$ cat src/rtl/rsil_pkg.sv
package rsil_pkg;
   localparam int unsigned GF_W = 4;
   localparam logic [GF_W:0] GF_POLY = 5'b10011;
   typedef logic [GF_W-1:0] gsym_t;
   localparam gsym_t HDR_DATA = 4'b0101;
   localparam gsym_t HDR_IDLE = 4'b0110;

   // multiply by alpha modulo the field polynomial
   function automatic gsym_t gf_xtime(gsym_t a);
      gsym_t s;
      s = {a[GF_W-2:0], 1'b0};
      return a[GF_W-1] ? (s ^ GF_POLY[GF_W-1:0]) : s;
   endfunction

   function automatic gsym_t gf_mul(gsym_t a, gsym_t b);
      gsym_t p;
      gsym_t t;
      p = '0;
      t = a;
      for (int i = 0; i < int'(GF_W); i++) begin
         if (b[i]) p = p ^ t;
         t = gf_xtime(t);
      end
      return p;
   endfunction
endpackage

$ cat src/rtl/rsil_rs_parity.sv
module rsil_rs_parity
   import rsil_pkg::*;
#(
   parameter int unsigned K    = 11,
   parameter int unsigned NPAR = 4
) (
   input  logic [K-1:0][GF_W-1:0]    info,
   output logic [NPAR-1:0][GF_W-1:0] par
);
   localparam int unsigned NMAX = (1 << GF_W) - 1;

   typedef logic [NPAR:0][GF_W-1:0] gen_t;

   // generator with roots alpha^1 .. alpha^NPAR
   function automatic gen_t gen_poly();
      gen_t  g;
      gsym_t root;
      g    = '0;
      g[0] = gsym_t'(1);
      root = gsym_t'(1);
      for (int k = 1; k <= int'(NPAR); k++) begin
         root = gf_xtime(root);
         for (int i = int'(NPAR); i >= 1; i--) g[i] = g[i-1] ^ gf_mul(g[i], root);
         g[0] = gf_mul(g[0], root);
      end
      return g;
   endfunction

   localparam gen_t GEN = gen_poly();

   if (K + NPAR > NMAX) begin : g_len_bad
      $error("codeword longer than the field allows");
   end
   if (NPAR < 2) begin : g_par_bad
      $error("at least two parity symbols needed");
   end

   gsym_t [NPAR-1:0] rem;
   gsym_t            fb;

   // unrolled systematic divider, highest information symbol first
   always_comb begin
      rem = '0;
      fb  = '0;
      for (int j = int'(K) - 1; j >= 0; j--) begin
         fb = info[j] ^ rem[NPAR-1];
         for (int i = int'(NPAR) - 1; i >= 1; i--) rem[i] = rem[i-1] ^ gf_mul(fb, GEN[i]);
         rem[0] = gf_mul(fb, GEN[0]);
      end
   end

   assign par = rem;
endmodule

$ cat src/rtl/rsil_scrambler.sv
module rsil_scrambler #(
   parameter int unsigned W   = 116,
   parameter int unsigned LEN = 21,
   parameter int unsigned TAP = 19
) (
   input  logic         clk,
   input  logic         rst_n,
   input  logic         adv,
   input  logic [W-1:0] din,
   output logic [W-1:0] dout
);
   if (TAP >= LEN || TAP == 0) begin : g_tap_bad
      $error("tap must lie below the register length");
   end
   if (W < LEN) begin : g_w_bad
      $error("word narrower than scrambler history");
   end

   // ext[0] is the oldest history bit, ext[LEN+i] is output bit i
   logic [LEN-1:0]   hist;
   logic [LEN+W-1:0] ext;

   always_comb begin
      ext            = '0;
      ext[LEN-1:0]   = hist;
      for (int i = 0; i < int'(W); i++) begin
         ext[LEN+i] = din[i] ^ ext[i+LEN-TAP] ^ ext[i];
      end
   end

   assign dout = ext[LEN+W-1:LEN];

   always_ff @(posedge clk or negedge rst_n) begin
      if (!rst_n)   hist <= '0;
      else if (adv) hist <= ext[LEN+W-1:W];
   end
endmodule

$ cat src/rtl/rsil_frame_encoder.sv
module rsil_frame_encoder
   import rsil_pkg::*;
#(
   parameter int unsigned FRAME_W = 120,
   parameter int unsigned ILV     = 2,
   parameter int unsigned K       = 11,
   parameter int unsigned NPAR    = 4,
   parameter bit          WIDE_EN = 1'b1
) (
   input  logic                          clk,
   input  logic                          rst_n,
   input  logic                          frm_stb,
   input  logic                          data_vld,
   input  logic                          wide_mode,
   input  logic [FRAME_W-GF_W-1:0]       payload_in,
   output logic [FRAME_W-1:0]            frame_out
);
   localparam int unsigned HDR_W      = GF_W;
   localparam int unsigned PAR_W      = ILV * NPAR * GF_W;
   localparam int unsigned INFO_W     = FRAME_W - PAR_W;
   localparam int unsigned FEC_PAY_W  = INFO_W - HDR_W;
   localparam int unsigned WIDE_PAY_W = FRAME_W - HDR_W;

   if (INFO_W != ILV * K * GF_W) begin : g_geom_bad
      $error("frame width does not match interleave geometry");
   end

   gsym_t                 hdr;
   logic [INFO_W-1:0]     info_bits;
   logic [PAR_W-1:0]      par_bits;
   logic [WIDE_PAY_W-1:0] wide_din;
   logic [WIDE_PAY_W-1:0] wide_bits;
   logic                  use_wide;

   assign hdr       = data_vld ? HDR_DATA : HDR_IDLE;
   assign info_bits = {hdr, (data_vld ? payload_in[FEC_PAY_W-1:0] : {FEC_PAY_W{1'b0}})};
   assign wide_din  = data_vld ? payload_in : '0;

   // codeword c takes every ILV-th symbol, starting at slot c
   for (genvar c = 0; c < int'(ILV); c++) begin : g_cw
      logic [K-1:0][GF_W-1:0]    cw_info;
      logic [NPAR-1:0][GF_W-1:0] cw_par;
      for (genvar j = 0; j < int'(K); j++) begin : g_in
         assign cw_info[j] = info_bits[GF_W*(ILV*j+c) +: GF_W];
      end
      rsil_rs_parity #(.K(K), .NPAR(NPAR)) u_par (
         .info (cw_info),
         .par  (cw_par)
      );
      for (genvar p = 0; p < int'(NPAR); p++) begin : g_out
         assign par_bits[GF_W*(ILV*p+c) +: GF_W] = cw_par[p];
      end
   end

   if (WIDE_EN) begin : g_wide
      rsil_scrambler #(.W(WIDE_PAY_W), .LEN(21), .TAP(19)) u_scr (
         .clk   (clk),
         .rst_n (rst_n),
         .adv   (frm_stb & wide_mode),
         .din   (wide_din),
         .dout  (wide_bits)
      );
      assign use_wide = wide_mode;
   end else begin : g_nowide
      assign wide_bits = wide_din;
      assign use_wide  = 1'b0;
   end

   always_ff @(posedge clk or negedge rst_n) begin
      if (!rst_n)       frame_out <= '0;
      else if (frm_stb) frame_out <= use_wide ? {hdr, wide_bits} : {info_bits, par_bits};
   end
endmodule

$ cat config.mk
export PLATFORM = sky130hd
export DESIGN_NAME = rsil_frame_encoder
export DESIGN_NICKNAME = d
export VERILOG_FILES = /design/src/rtl/rsil_pkg.sv /design/src/rtl/rsil_rs_parity.sv /design/src/rtl/rsil_scrambler.sv /design/src/rtl/rsil_frame_encoder.sv
export SDC_FILE = /design/constraint.sdc
export NUM_CORES = 1
export LEC_CHECK = 0
export BUFFER_PORTS_ARGS = -buffer_cell sky130_fd_sc_hd__buf_2
export CAP_MARGIN = 5
export CORE_MARGIN = 2
export CORE_UTILIZATION = 44
export CTS_CLUSTER_SIZE = 30
export DETAILED_ROUTE_END_ITERATION = 10
export HOLD_SLACK_MARGIN = 0.08
export PLACE_DENSITY = 0.65
export SYNTH_ARGS = -nofsm -noshare
export SYNTH_HDL_FRONTEND = slang
export SYNTH_SLANG_ARGS = --single-unit
$ cat constraint.sdc
create_clock -name clk -period 3.84 [get_ports clk]
set_input_delay 0.576 -clock clk [delete_from_list [all_inputs] [get_ports clk]]
set_output_delay 0.576 -clock clk [all_outputs]
set_load 0.01 [all_outputs]
==> impl_table.tex <==
\begin{tabular}{lr}
\hline
Metric & Value \\
\hline
\multicolumn{2}{l}{\textbf{Setup path}} \\
Arrival time of the worst setup path & $\sim$4.8 ns \\
Data required time of the critical path & roughly 4.2 ns \\
Setup crit start kind & input pin \\
Setup Crit Path Kind & in -> reg \\
Nature of the critical path endpoint & register \\
Critical path peak fanout & 5 \\
\multicolumn{2}{l}{\textbf{Drt}} \\
Drt via density & around 5.3 \\
Average wire per cell in the routed design & $\sim$24 microns \\
Violation count after the first detailed-routing iteration & roughly 1200 \\
Total wire length & around 64 mm \\
Routed Antenna Nets & 0 \\
Vias after detailed routing & 14430 \\
Number of remaining DRC errors & 0 \\
DR pass1 iterations & 7 \\
\multicolumn{2}{l}{\textbf{Clock network}} \\
Cts hold-fix bufs & 0 \\
Clock tree from TritonCTS & built \\
Clock buffer depth & 2 \\
CTS root buffer & sky130\_fd\_sc\_hd\_\_clkbuf\_16 \\
Clock latency of the later-clocked register in the worst-skew pair & roughly 0.44 ns \\
Clock H-tree levels & 4 \\
Number of CTS-inserted buffers & 17 \\
TritonCTS sink count & 140 \\
Post-CTS clock slew at the launch and capture registers of the worst setup and hold paths & 0.06 ns \\
\multicolumn{2}{l}{\textbf{Synthesis}} \\
Leading cell type by number of instances after synthesis & sky130\_fd\_sc\_hd\_\_xnor2\_1 \\
Synthesized area per cell & 9.805 sq um \\
Distinct cells, synth & 50 \\
Seq/Total Area, Yosys & between 20\% and 30\% \\
Number of flip-flops and latches in the synthesized netlist & 140 \\
Gate Count Post-Synth & around 1500 \\
Top cell type by total area after synthesis & sky130\_fd\_sc\_hd\_\_dfrtp\_1 \\
EDFF count, synth & 0 \\
Area fraction of the dominant cell type after synthesis & 23.26\% \\
Synthesized Nets & between 1500 and 2000 \\
Commonest cells post-synth & 340 x sky130\_fd\_sc\_hd\_\_xnor2\_1, 194 x sky130\_fd\_sc\_hd\_\_nand2\_1, 165 x sky130\_fd\_sc\_hd\_\_nor2\_1 \\
Number of warnings printed during yosys synthesis & 0 \\
Mapped Area & between 0.015 and 0.02 sq mm \\
Share of synthesized registers carrying an async set or reset & 100.0\% \\
Main area contributors after synthesis & sky130\_fd\_sc\_hd\_\_dfrtp\_1 23\%, sky130\_fd\_sc\_hd\_\_xnor2\_1 20\%, sky130\_fd\_sc\_hd\_\_xnor3\_1 17\% \\
Prevailing post-synth register cell & sky130\_fd\_sc\_hd\_\_dfrtp\_1 \\
\multicolumn{2}{l}{\textbf{Placed design}} \\
Post-Place Cell Area & 0.02036 sq mm \\
Post-Place Worst Slack & -1.086 ns \\
Placed Cells incl. Taps & around 2600 \\
Weighted congestion at the end of routability-driven global placement & 1.015 \\
Detail Placement HPWL & roughly 49 mm \\
Number of I/O port buffers & roughly 240 \\
\multicolumn{2}{l}{\textbf{Layout}} \\
Sequential standard cell area & roughly 0.0035 sq mm \\
Share of cells above drive strength 1 & 51.21\% \\
Multi-input gate area in the final layout & approximately 0.013 sq mm \\
Area growth, synth to finish & 57.04\% \\
Number of nets in the layout & $\sim$2400 \\
Number of standard cells in the layout, taps in and fillers out & around 2700 \\
Number of diodes added for antenna fixing & 0 \\
Post-route cell area & approximately 0.024 sq mm \\
Filler instances & around 2500 \\
\multicolumn{2}{l}{\textbf{Timing}} \\
Total of endpoints with negative setup slack in the final report & 32 \\
Setup repair after global routing missed its margin & true \\
Final max-slew violation count & 0 \\
Worst path setup slack after routing & -0.6618 ns \\
Max transition margin & between 20\% and 30\% \\
Period minus WS final & between 4 and 5 ns \\
Part of the cycle the worst path needs & 117.2\% \\
Worst Clk Skew & about 0.011 ns \\
Worst-margin pin slew & between 1 and 1.5 ns \\
Final Hold Violating Endpoints & 0 \\
WHS & around 0.19 ns \\
Max Freq & roughly 220 MHz \\
\multicolumn{2}{l}{\textbf{Global routing}} \\
GRT Overall Usage & approximately 35\% \\
Initial antenna violation count & 0 \\
Overall overflow remaining after global route & 0 \\
Pin count of the biggest net entering global routing & around 160 \\
Via count of the first global-routing pass & roughly 14000 \\
Global-route wire length before repair & $\sim$90 mm \\
\multicolumn{2}{l}{\textbf{Die}} \\
Core area & 0.03362 sq mm \\
Core Rows & 67 \\
Area of the die & $\sim$0.036 sq mm \\
Vert. Die Dim & around 190 microns \\
Initial Util & approximately 45\% \\
Top-level I/O count & between 200 and 250 \\
Width of the die & around 190 microns \\
\multicolumn{2}{l}{\textbf{Run status}} \\
Violations in the final reports & setup timing \\
Status & complete, but fails checks \\
\multicolumn{2}{l}{\textbf{Min path}} \\
Class of the tightest hold or removal check & in -> async \\
\multicolumn{2}{l}{\textbf{Run}} \\
Maximum capacitance violations & 0 \\
\hline
\end{tabular}
[stage by stage]
step / setup TNS (ns) / utilization (%)
finish: -15.47 / 70.36
global route: -19.12 / 70.36
CTS: -11.80 / 66.54
detailed placement: -48.66 / 60.57
global placement: -46.25 / 60.57
floorplan: -18.36 / -
[worst paths after layout]
path | start | end | slack, ns | cells after the start
max in group asynchronous | rst_n | frame_out[61] | 2.77 | 2
max reg2reg | g_wide.u_scr.hist[14] | frame_out[115] | 0.11 | 15
min reg2reg | frame_out[118] | frame_out[118] | 0.47 | 1
min | rst_n | frame_out[92] | 0.19 | 1
min in group clk | frame_out[118] | frame_out[118] | 0.47 | 1
max | payload_in[42] | frame_out[27] | -0.66 | 18
[flip-flops by register name (all words and copies together), names as in the netlist]
| name | flops |
|---|---|
| frame_out | 119 |
| g_wide.u_scr.hist | 21 |
[metal layers]
layer / global-route usage, % / share of wire [%] / vias to the layer above
met5: 0 / 0 / -
met2: 55.00 / 46 / 737
met3: 7.173 / 9.2 / 155
met4: 16.05 / 5.8 / 0
met1: 45.46 / 39 / 7043
li1: - / - / 6490
[layout make-up]
type                            count  area share (%)
Clock buffer                       20           1.889
Timing Repair Buffer              805           25.12
Tap cell                          448           2.370
Sequential cell                   140           14.81
Inverter                            7          0.1111
Clock inverter                     12          0.5819
Multi-Input combinational cell   1295           55.12
[placed cells by master, fill, tap and decap left out, types with 15 or more instances in the layout]
| master | netlist | layout |
|---|---|---|
| sky130_fd_sc_hd__xnor2_1 | 340 | 218 |
| sky130_fd_sc_hd__mux2_2 | 27 | 25 |
| sky130_fd_sc_hd__nor2_1 | 165 | 160 |
| sky130_fd_sc_hd__nand2_2 | 2 | 15 |
| sky130_fd_sc_hd__xnor2_2 | 13 | 110 |
| sky130_fd_sc_hd__xor2_2 | 8 | 42 |
| sky130_fd_sc_hd__xnor2_4 | 4 | 29 |
| sky130_fd_sc_hd__xor2_1 | 135 | 89 |
| sky130_fd_sc_hd__buf_2 | 11 | 222 |
| sky130_fd_sc_hd__a31oi_1 | 19 | 19 |
| sky130_fd_sc_hd__xnor3_1 | 111 | 72 |
| sky130_fd_sc_hd__xor3_2 | 4 | 15 |
| sky130_fd_sc_hd__a21oi_1 | 141 | 132 |
| sky130_fd_sc_hd__o21ai_0 | 31 | 24 |
| sky130_fd_sc_hd__buf_4 | 11 | 504 |
| sky130_fd_sc_hd__buf_6 | 4 | 62 |
| sky130_fd_sc_hd__dfrtp_1 | 140 | 140 |
| sky130_fd_sc_hd__nand2_1 | 194 | 177 |
| sky130_fd_sc_hd__clkbuf_16 | 0 | 21 |
| sky130_fd_sc_hd__xnor3_2 | 6 | 45 |
[critical path: stages]
cell                      delay, ns
sky130_fd_sc_hd__buf_2         0.18
sky130_fd_sc_hd__xor2_1        0.20
sky130_fd_sc_hd__xnor3_2       0.52
sky130_fd_sc_hd__xnor3_1       0.38
sky130_fd_sc_hd__nand2_2       0.10
sky130_fd_sc_hd__buf_4         0.14
sky130_fd_sc_hd__xor2_2        0.14
sky130_fd_sc_hd__buf_4         0.14
sky130_fd_sc_hd__xor3_2        0.33
sky130_fd_sc_hd__xnor2_4       0.18
sky130_fd_sc_hd__buf_6         0.13
sky130_fd_sc_hd__buf_6         0.09
sky130_fd_sc_hd__xnor3_2       0.29
sky130_fd_sc_hd__xor3_2        0.49
sky130_fd_sc_hd__xor2_4        0.27
sky130_fd_sc_hd__xnor3_1       0.48
sky130_fd_sc_hd__a21oi_2       0.14
sky130_fd_sc_hd__nor2_1        0.06
[what timing repair did]
item | 4_1_cts | 5_1_grt
buffers inserted | 63 | 42
setup endpoints to repair | 51 | 71
pin swaps | 91 | 83
resized for setup | 177 | 149
gates cloned | 0 | 4
[cells by family after synthesis]
logic type,share of synthesized area [%]
AO/OA/AOI/OAI,9.055
XOR/XNOR,52.31
buffers and inverters,3.090
flip-flops,23.26
multiplexers,2.567
other,0.02490
AND/OR/NAND/NOR,9.695
Power is left out: the tool's default activity adds up to more than one toggle a clock period on the data nets, which glitch-free logic cannot reach.
